[src/rtl/pfc_pkg.sv]
package pfc_pkg;
    localparam int NUM_STAGES = 6;
    localparam int ST_FETCH   = 0;
    localparam int ST_OPFETCH = 3;
    localparam int ST_EXEC    = 4;
    localparam int ST_WRITE   = 5;

    typedef enum logic [1:0] {
        ACT_HOLD     = 2'd0,
        ACT_SHIFT    = 2'd1,
        ACT_REDIRECT = 2'd2,
        ACT_WB_ONLY  = 2'd3
    } pfc_action_e;

    function automatic logic mem_clash(input logic fo_v, input logic fo_m,
                                       input logic wb_v, input logic wb_m);
        return fo_v & fo_m & wb_v & wb_m;
    endfunction
endpackage

[src/rtl/pfc_hazard.sv]
module pfc_hazard
    import pfc_pkg::*;
(
    input  logic        freeze_i,
    input  logic        irq_req_i,
    input  logic        br_taken_i,
    input  logic        ex_valid_i,
    input  logic        fo_valid_i,
    input  logic        fo_mem_i,
    input  logic        wb_valid_i,
    input  logic        wb_mem_i,
    output pfc_action_e action_o,
    output logic        use_vector_o
);
    always_comb begin
        use_vector_o = 1'b0;
        if (freeze_i) begin
            action_o = ACT_HOLD;
        end else if (irq_req_i) begin
            action_o     = ACT_REDIRECT;
            use_vector_o = 1'b1;
        end else if (br_taken_i && ex_valid_i) begin
            action_o = ACT_REDIRECT;
        end else if (mem_clash(fo_valid_i, fo_mem_i, wb_valid_i, wb_mem_i)) begin
            action_o = ACT_WB_ONLY;
        end else begin
            action_o = ACT_SHIFT;
        end
    end
endmodule

[src/rtl/pfc_fetch.sv]
module pfc_fetch
    import pfc_pkg::*;
#(
    parameter int TAG_W = 16
) (
    input  logic             clk_i,
    input  logic             rst_i,
    input  pfc_action_e      action_i,
    input  logic [TAG_W-1:0] redirect_i,
    output logic [TAG_W-1:0] pc_o
);
    localparam logic [TAG_W-1:0] ONE = TAG_W'(1);

    always_ff @(posedge clk_i) begin
        if (rst_i) begin
            pc_o <= '0;
        end else begin
            case (action_i)
                ACT_SHIFT:    pc_o <= pc_o + ONE;
                ACT_REDIRECT: pc_o <= redirect_i + ONE;
                default:      pc_o <= pc_o;
            endcase
        end
    end
endmodule

[src/rtl/pfc_stage.sv]
module pfc_stage
    import pfc_pkg::*;
#(
    parameter int TAG_W = 16,
    parameter int IDX   = 0
) (
    input  logic             clk_i,
    input  logic             rst_i,
    input  pfc_action_e      action_i,
    input  logic             in_valid_i,
    input  logic [TAG_W-1:0] in_tag_i,
    output logic             valid_o,
    output logic [TAG_W-1:0] tag_o
);
    localparam bit KEEPS_ON_FLUSH = (IDX == ST_FETCH) || (IDX == ST_WRITE);
    localparam bit IS_WRITE       = (IDX == ST_WRITE);

    always_ff @(posedge clk_i) begin
        if (rst_i) begin
            valid_o <= 1'b0;
            tag_o   <= '0;
        end else begin
            case (action_i)
                ACT_SHIFT: begin
                    valid_o <= in_valid_i;
                    tag_o   <= in_tag_i;
                end
                ACT_REDIRECT: begin
                    if (KEEPS_ON_FLUSH) begin
                        valid_o <= in_valid_i;
                        tag_o   <= in_tag_i;
                    end else begin
                        valid_o <= 1'b0;
                    end
                end
                ACT_WB_ONLY: begin
                    if (IS_WRITE) valid_o <= 1'b0;
                end
                default: ;
            endcase
        end
    end
endmodule

[src/rtl/pipe_flow_ctrl.sv]
module pipe_flow_ctrl
    import pfc_pkg::*;
#(
    parameter int TAG_W = 16
) (
    input  logic                        clk_i,
    input  logic                        rst_i,
    input  logic                        freeze_i,
    input  logic                        br_taken_i,
    input  logic [TAG_W-1:0]            br_target_i,
    input  logic                        irq_req_i,
    input  logic [TAG_W-1:0]            irq_vector_i,
    input  logic                        fo_mem_i,
    input  logic                        wb_mem_i,
    output logic [NUM_STAGES-1:0]       stage_valid_o,
    output logic [NUM_STAGES*TAG_W-1:0] stage_tag_o,
    output logic [TAG_W-1:0]            fetch_addr_o,
    output logic                        retire_o,
    output logic [TAG_W-1:0]            retire_tag_o
);
    pfc_action_e      action;
    logic             use_vector;
    logic [TAG_W-1:0] redirect_addr;
    logic [TAG_W-1:0] pc;
    logic [TAG_W-1:0] entry_tag;

    pfc_hazard u_hazard (
        .freeze_i     (freeze_i),
        .irq_req_i    (irq_req_i),
        .br_taken_i   (br_taken_i),
        .ex_valid_i   (stage_valid_o[ST_EXEC]),
        .fo_valid_i   (stage_valid_o[ST_OPFETCH]),
        .fo_mem_i     (fo_mem_i),
        .wb_valid_i   (stage_valid_o[ST_WRITE]),
        .wb_mem_i     (wb_mem_i),
        .action_o     (action),
        .use_vector_o (use_vector)
    );

    assign redirect_addr = use_vector ? irq_vector_i : br_target_i;
    assign entry_tag     = (action == ACT_REDIRECT) ? redirect_addr : pc;

    pfc_fetch #(.TAG_W(TAG_W)) u_fetch (
        .clk_i      (clk_i),
        .rst_i      (rst_i),
        .action_i   (action),
        .redirect_i (redirect_addr),
        .pc_o       (pc)
    );

    for (genvar k = 0; k < NUM_STAGES; k++) begin : g_stage
        logic             in_v;
        logic [TAG_W-1:0] in_t;
        if (k == 0) begin : g_head
            assign in_v = 1'b1;
            assign in_t = entry_tag;
        end else begin : g_body
            assign in_v = stage_valid_o[k-1];
            assign in_t = stage_tag_o[(k-1)*TAG_W +: TAG_W];
        end
        pfc_stage #(.TAG_W(TAG_W), .IDX(k)) u_st (
            .clk_i      (clk_i),
            .rst_i      (rst_i),
            .action_i   (action),
            .in_valid_i (in_v),
            .in_tag_i   (in_t),
            .valid_o    (stage_valid_o[k]),
            .tag_o      (stage_tag_o[k*TAG_W +: TAG_W])
        );
    end

    assign fetch_addr_o = pc;
    assign retire_o     = stage_valid_o[ST_WRITE] & (action != ACT_HOLD);
    assign retire_tag_o = stage_tag_o[ST_WRITE*TAG_W +: TAG_W];
endmodule

[config.mk]
export PLATFORM = sky130hd
export DESIGN_NAME = pipe_flow_ctrl
export DESIGN_NICKNAME = d
export VERILOG_FILES = /design/src/rtl/pfc_pkg.sv /design/src/rtl/pfc_hazard.sv /design/src/rtl/pfc_fetch.sv /design/src/rtl/pfc_stage.sv /design/src/rtl/pipe_flow_ctrl.sv
export SDC_FILE = /design/constraint.sdc
export NUM_CORES = 1
export LEC_CHECK = 0
export BUFFER_PORTS_ARGS = -buffer_cell sky130_fd_sc_hd__buf_4
export CAP_MARGIN = 20
export CORE_MARGIN = 8
export CORE_UTILIZATION = 31
export DETAILED_ROUTE_END_ITERATION = 10
export PLACE_DENSITY_LB_ADDON = 0.15
export SLEW_MARGIN = 15
export SYNTH_ARGS = -nofsm -noshare
export SYNTH_HDL_FRONTEND = slang
export SYNTH_SLANG_ARGS = --single-unit
[constraint.sdc]
create_clock -name clk_i -period 2.78 [get_ports clk_i]
set_input_delay 0.278 -clock clk_i [delete_from_list [all_inputs] [get_ports clk_i]]
set_output_delay 0.278 -clock clk_i [all_outputs]
set_load 0.01 [all_outputs]
# ---- After elaboration in Yosys (flattened, before gate mapping)
# Cells that the tools add are included.
dict set report word_totals {
  reg_bits 118
  output_inout_bits 135
  elab_cells 41
}
dict set report classes {
  add_sub_neg 2
  n_eq_ne 3
  n_mux 14
  n_bitwise 4
  n_reduce_logical 5
}
# op n
set op_table {}
lappend op_table {{$add 16x1->16 const B} 2}
lappend op_table {{$mux 16} 2}
lappend op_table {{$pmux 16 s2} 1}
lappend op_table {{$pmux 1 s2} 5}
lappend op_table {{$mux 2} 4}
lappend op_table {{$reduce_bool 2->1} 3}
lappend op_table {{$and 1x1->1} 4}
lappend op_table {{$eq 2x2->1 const B} 2}
lappend op_table {{$eq 2x1->1 const B} 1}
lappend op_table {{$mux 1} 2}
lappend op_table {{$reduce_or 2->1} 1}
lappend op_table {{$logic_and 1x1->1} 1}

# ---- Longest topological paths before layout
dict set report logic_depth {
  depth_word 10
  mapped_depth 14
  mapped_depth_nobuf 11
}

# ---- By module
# A second synthesis with hierarchy kept.
dict set report unflattened {
  hier_cells 637
  area_unflattened_um2 6236.0
}
# mod n_inst cells_per_inst area_each_um2 seq_area_each_um2
set modules_own_cells {}
lappend modules_own_cells {{pfc_stage (g_stage[1].u_st ...)} 5 60 655.6 340.3}
lappend modules_own_cells {pfc_fetch 1 199 1495.2 320.3}
lappend modules_own_cells {{pfc_stage (g_stage[0].u_st)} 1 73 773.2 340.3}
lappend modules_own_cells {pipe_flow_ctrl 1 60 654.4 0.0}
lappend modules_own_cells {pfc_hazard 1 5 35.0 0.0}

# ---- Worst setup path after synthesis
# Ideal clock, no wire load.
dict set report synth_timing {
  kind {input-to-reg}
  from {in irq_req_i}
  to {reg u_fetch.pc_o[6]}
  setup_time_ns 0.091
  arrival_ns 2.587
  required_time_ns 2.689
  slack_ns 0.102
  path_stages 13
  path_buffers 3
  cell_sequence {buf_2 a21oi_1 a21o_1 inv_1 ha_1 buf_4 buf_4 nand2b_1 o211ai_1 ha_1 nand3_2 or3_1 a311oi_1}
}
dict set report synth_between {
  elab_chain_cells 5
}
# element line
set synth_rtl {}
lappend synth_rtl {{from (decl)} pipe_flow_ctrl.sv:11} ;# input logic irq_req_i,
lappend synth_rtl {{$mux 1} pfc_hazard.sv:19} ;# end else if (irq_req_i) begin
lappend synth_rtl {{$mux 1} pfc_hazard.sv:17} ;# if (freeze_i) begin
lappend synth_rtl {{$mux 16} pipe_flow_ctrl.sv:40} ;# assign redirect_addr = use_vector ? irq_vector_i : br_target_i;
lappend synth_rtl {{$add 16x1->16} pfc_fetch.sv:20} ;# ACT_REDIRECT: pc_o <= redirect_i + ONE;
lappend synth_rtl {{$pmux 16 s2} pfc_fetch.sv:18} ;# case (action_i)
lappend synth_rtl {{to (signal assigned)} pfc_fetch.sv:19} ;# ACT_SHIFT: pc_o <= pc_o + ONE;
lappend synth_rtl {{to (signal assigned)} pfc_fetch.sv:20}
lappend synth_rtl {{to (signal assigned)} pfc_fetch.sv:21} ;# default: pc_o <= pc_o;
lappend synth_rtl {{to (decl)} pfc_fetch.sv:10} ;# output logic [TAG_W-1:0] pc_o
# Several ways; a longest one is shown, not always the timed one.
# A chain may end at the register's enable or synchronous reset.

# ---- Worst setup path after layout
dict set report layout_timing {
  from {reg g_stage[4].u_st.valid_o}
  to {reg u_fetch.pc_o[7]}
}
dict set report layout_between {
  elab_chain_cells 6
}
# element line
set layout_rtl {}
lappend layout_rtl {{from (decl)} pfc_stage.sv:12} ;# output logic valid_o,
lappend layout_rtl {{from (signal assigned)} pfc_stage.sv:25} ;# valid_o <= in_valid_i;
lappend layout_rtl {{from (signal assigned)} pfc_stage.sv:30} ;# valid_o <= in_valid_i;
lappend layout_rtl {{$logic_and 1x1->1 (*)} pfc_hazard.sv:22} ;# end else if (br_taken_i && ex_valid_i) begin
lappend layout_rtl {{$mux 2 (*)} pfc_hazard.sv:22}
lappend layout_rtl {{$mux 2 (*)} pfc_hazard.sv:19}
lappend layout_rtl {{$mux 2 (*)} pfc_hazard.sv:17}
lappend layout_rtl {{$eq 2x2->1 / $eq 2x1->1 (equally long branches)} pfc_fetch.sv:18}
lappend layout_rtl {{$pmux 16 s2 / $reduce_bool 2->1 (equally long branches)} n/a}
# Mark *: on every way between the ends. The rest lies on a longest branch, timed or not.

==> results.txt <==
Die W = 146.2 µm
Synth Area per Inst = 9.834 µm²
Netlist cell types = 46
global-route wire length before repair = 23,990 µm
highest clock rate = 375.9 MHz
I/O Pins = 174
Die ar. = 0.02136 mm²
DRT antenna net count = 0
filler instances = 1,634
CP Capture Type = flip-flop
routability cong. = 0.8015
core area = 0.01658 mm²
Final Cell Area = 0.007590 mm²
GRT overflow = 0
buffer depth of the longest clock path = 2
Worst-path clk slew = 60 ps
row count = 47
cells along the critical path = a21oi_2 -> a21o_1 -> inv_1 -> ha_4 -> clkbuf_8 -> and4bb_4 -> a311oi_4 -> nand3_4 -> or3_1 -> a311oi_1
setup violators final = 0
worst vdd ir = 393.9 µV
HPWL after DPL = 11,230 µm
Setup TNS Final = 0 ps
htree depth = 4
number of synthesis warnings = 0
Psw = 1135 µW
routed vias = 4,414
Mapped Cells = 534
status = finished clean
switch share = 24.35%
initial DRC count = 207
PwrDens = 613.9 mW/mm²
NumNets Final = 756
CTS sink count = 118
initial core utilization = 31.67%
layout cells sized above 1 = 38.81%
post-detailed-routing wire length = 15,480 µm
Yosys reg bits = 118
Max Clock Skew = 7.759 ps
Seq/Total Area, Yosys = 44.98%
Fin. Hold Viols = 0
largest net degree at the start of global routing = 74
Max Cap Viol = 0
TritonCTS clock tree = built
Crit path largest cell delay = 400 ps
critical path class = reg -> reg
root cell of the clock tree = clkbuf_16
WL/cell = 16.40 µm
Die Ht = 146.2 µm
Cell Area, Synth = 0.005251 mm²
sequential power share = 38.4%
# diodes = 0
Pint = 3525 µW
placed inst area = 0.006785 mm²
Final Cycle Share = 95.68%
all-layer global routing usage = 13.93%
HP Class = in -> reg
CTS buffer count = 17
Critical-path top delay cell = or3_1
vias in the first global route = 4,369
Setup WS pre-CTS = -119.3 ps
clock power share = 48.3%
largest cells by area after synthesis = dfxtp_1 45%, mux2i_1 18%, nor2_1 8.8%
post-synth top area cell = dfxtp_1
P_leak = 0.003262 µW
post-route worst setup slack = 120.0 ps
Worst-Skew Late Latency = 400 ps
critical path data required time = 3080 ps
drt drc = 0
utilization after layout = 45.77%
Max-slew headroom = 64.48%
antenna violations before repair = 0
syn nets = 579
Fin Hold WS = 330.1 ps
min cycle time layout = 2660 ps
peak fanout along the critical path = 13
P&R area growth vs syn = 44.53%
top cell type's share of synthesized area = 44.98%
Comb power frac = 13.2%
drt pass-1 iters = 4
measured slew at the worst slew-check pin = 532.9 ps
IO buf count = 173
fin. max-slew vios = 0
setup repair after global routing missed its margin = yes
critical path arrival = 2960 ps
Via density = 4.676
CP Launch Type = flip-flop
-- kinds of logic after synthesis --
family	after synthesis	share of synthesized area [%]
simple gates	193	18.80
xor+xnor	10	1.668
compound gates	43	7.839
fa+ha+maj	6	1.430
buf+inv	68	6.981
mux	96	18.30
flops	118	44.98
-- Yosys cell counts, drive strengths merged --
master / number
a211oi: 11
a21bo: 1
a21o: 1
a21oi: 7
a311oi: 11
a31o: 1
a31oi: 2
and2b: 1
and4bb: 7
buf: 34
clkbuf: 25
dfxtp: 118
ha: 6
inv: 9
mux2i: 96
nand2: 15
nand2b: 14
nand3: 5
nand3b: 5
nand4: 4
nand4b: 6
nor2: 123
nor2b: 3
nor3: 2
nor3b: 2
nor4: 3
nor4b: 1
o211ai: 6
o21ai: 3
or3: 2
xnor2: 8
xor2: 2
-- power by group through the flow --
stage	clock network, µW	logic [µW]	registers, µW
6_report	2250	616	1790
3_5_place_dp	0	578	1830
3_3_place_gp	0	571	1830
5_1_grt	2400	671	1800
4_1_cts	2320	581	1790
2_1_floorplan	0	323	1830
-- registers in the layout, indices dropped and copies added, names as in the netlist --
register,count
g_stage.u_st.tag_o,96
u_fetch.pc_o,16
g_stage.u_st.valid_o,6
-- per-stage QoR --
stage | instances | total power, µW
6_report | 944 | 4659
3_3_place_gp | 900 | 2398
4_1_cts | 932 | 4697
3_5_place_dp | 900 | 2406
5_1_grt | 944 | 4871
2_1_floorplan | 534 | 2153
-- path summary, 6_finish.rpt --
kind                                         startpoint                         to  slack (ps)  cells after the start
worst min register to register  g_stage[2].u_st.valid_o    g_stage[2].u_st.valid_o         500                      2
worst max-delay path            g_stage[4].u_st.valid_o            u_fetch.pc_o[7]         120                     10
worst min-delay path                              rst_i  g_stage[4].u_st.tag_o[15]         330                      2
worst max register to register  g_stage[4].u_st.valid_o            u_fetch.pc_o[7]         120                     10
-- critical path: cells and delay by family, from the launching register on --
kind	cells	cell delay (ps)
DFF	1	320
AOI/OAI and AO/OA	4	940
buffers and inverters	2	270
adders and majority gates	1	210
and+or+nand+nor	3	820
-- layout by cell type (no fill, tap or decap), drive strengths merged --
cell and n:
inv 9, a31oi 2, clkinvlp 3, mux2i 96, nor2b 3, or3 2
buf 215, nor3 2, nand3 6, nor3b 2, bufinv 3, nor4b 1
nand2b 14, nand4b 6, o21ai 3, a311oi 11, and2b 1, nand4 4
a21o 1, a211oi 11, nand2 15, and4bb 7, clkinv 5, a21bo 1
a21oi 7, o211ai 6, dfxtp 118, nor2 123, ha 6, xor2 2
xnor2 8, nand3b 5, clkbuf 22, nor4 3, a31o 1
-- layer usage --
layer / routed length [µm] / vias up / GRT usage, %
met5: 0 / - / 0
met4: 205 / 0 / 5.152
met3: 920 / 12 / 5.161
met2: 7961 / 94 / 24.17
met1: 6395 / 2129 / 15.24
li1: - / 2179 / -
-- repair_timing --
item | CTS | global route
hold endpoints to repair | 0 | 0
pin swaps | 0 | 11
gates resized for setup | 1 | 11
setup endpoints to repair | 4 | 8
hold buffers | 0 | 0
buffers inserted | 0 | 11
cloned | 0 | 1
-- area by class of cell --
class	instances	area [µm²]	area share, %
multi-input combinational	349	2646	34.87
clock inverter	11	148.9	1.962
timing repair buffer	216	1653	21.78
inverter	9	33.78	0.4451
clock buffer	21	470.5	6.198
tap	220	275.3	3.627
sequential	118	2362	31.12
Note: power is estimated with default switching activity, not from simulation.
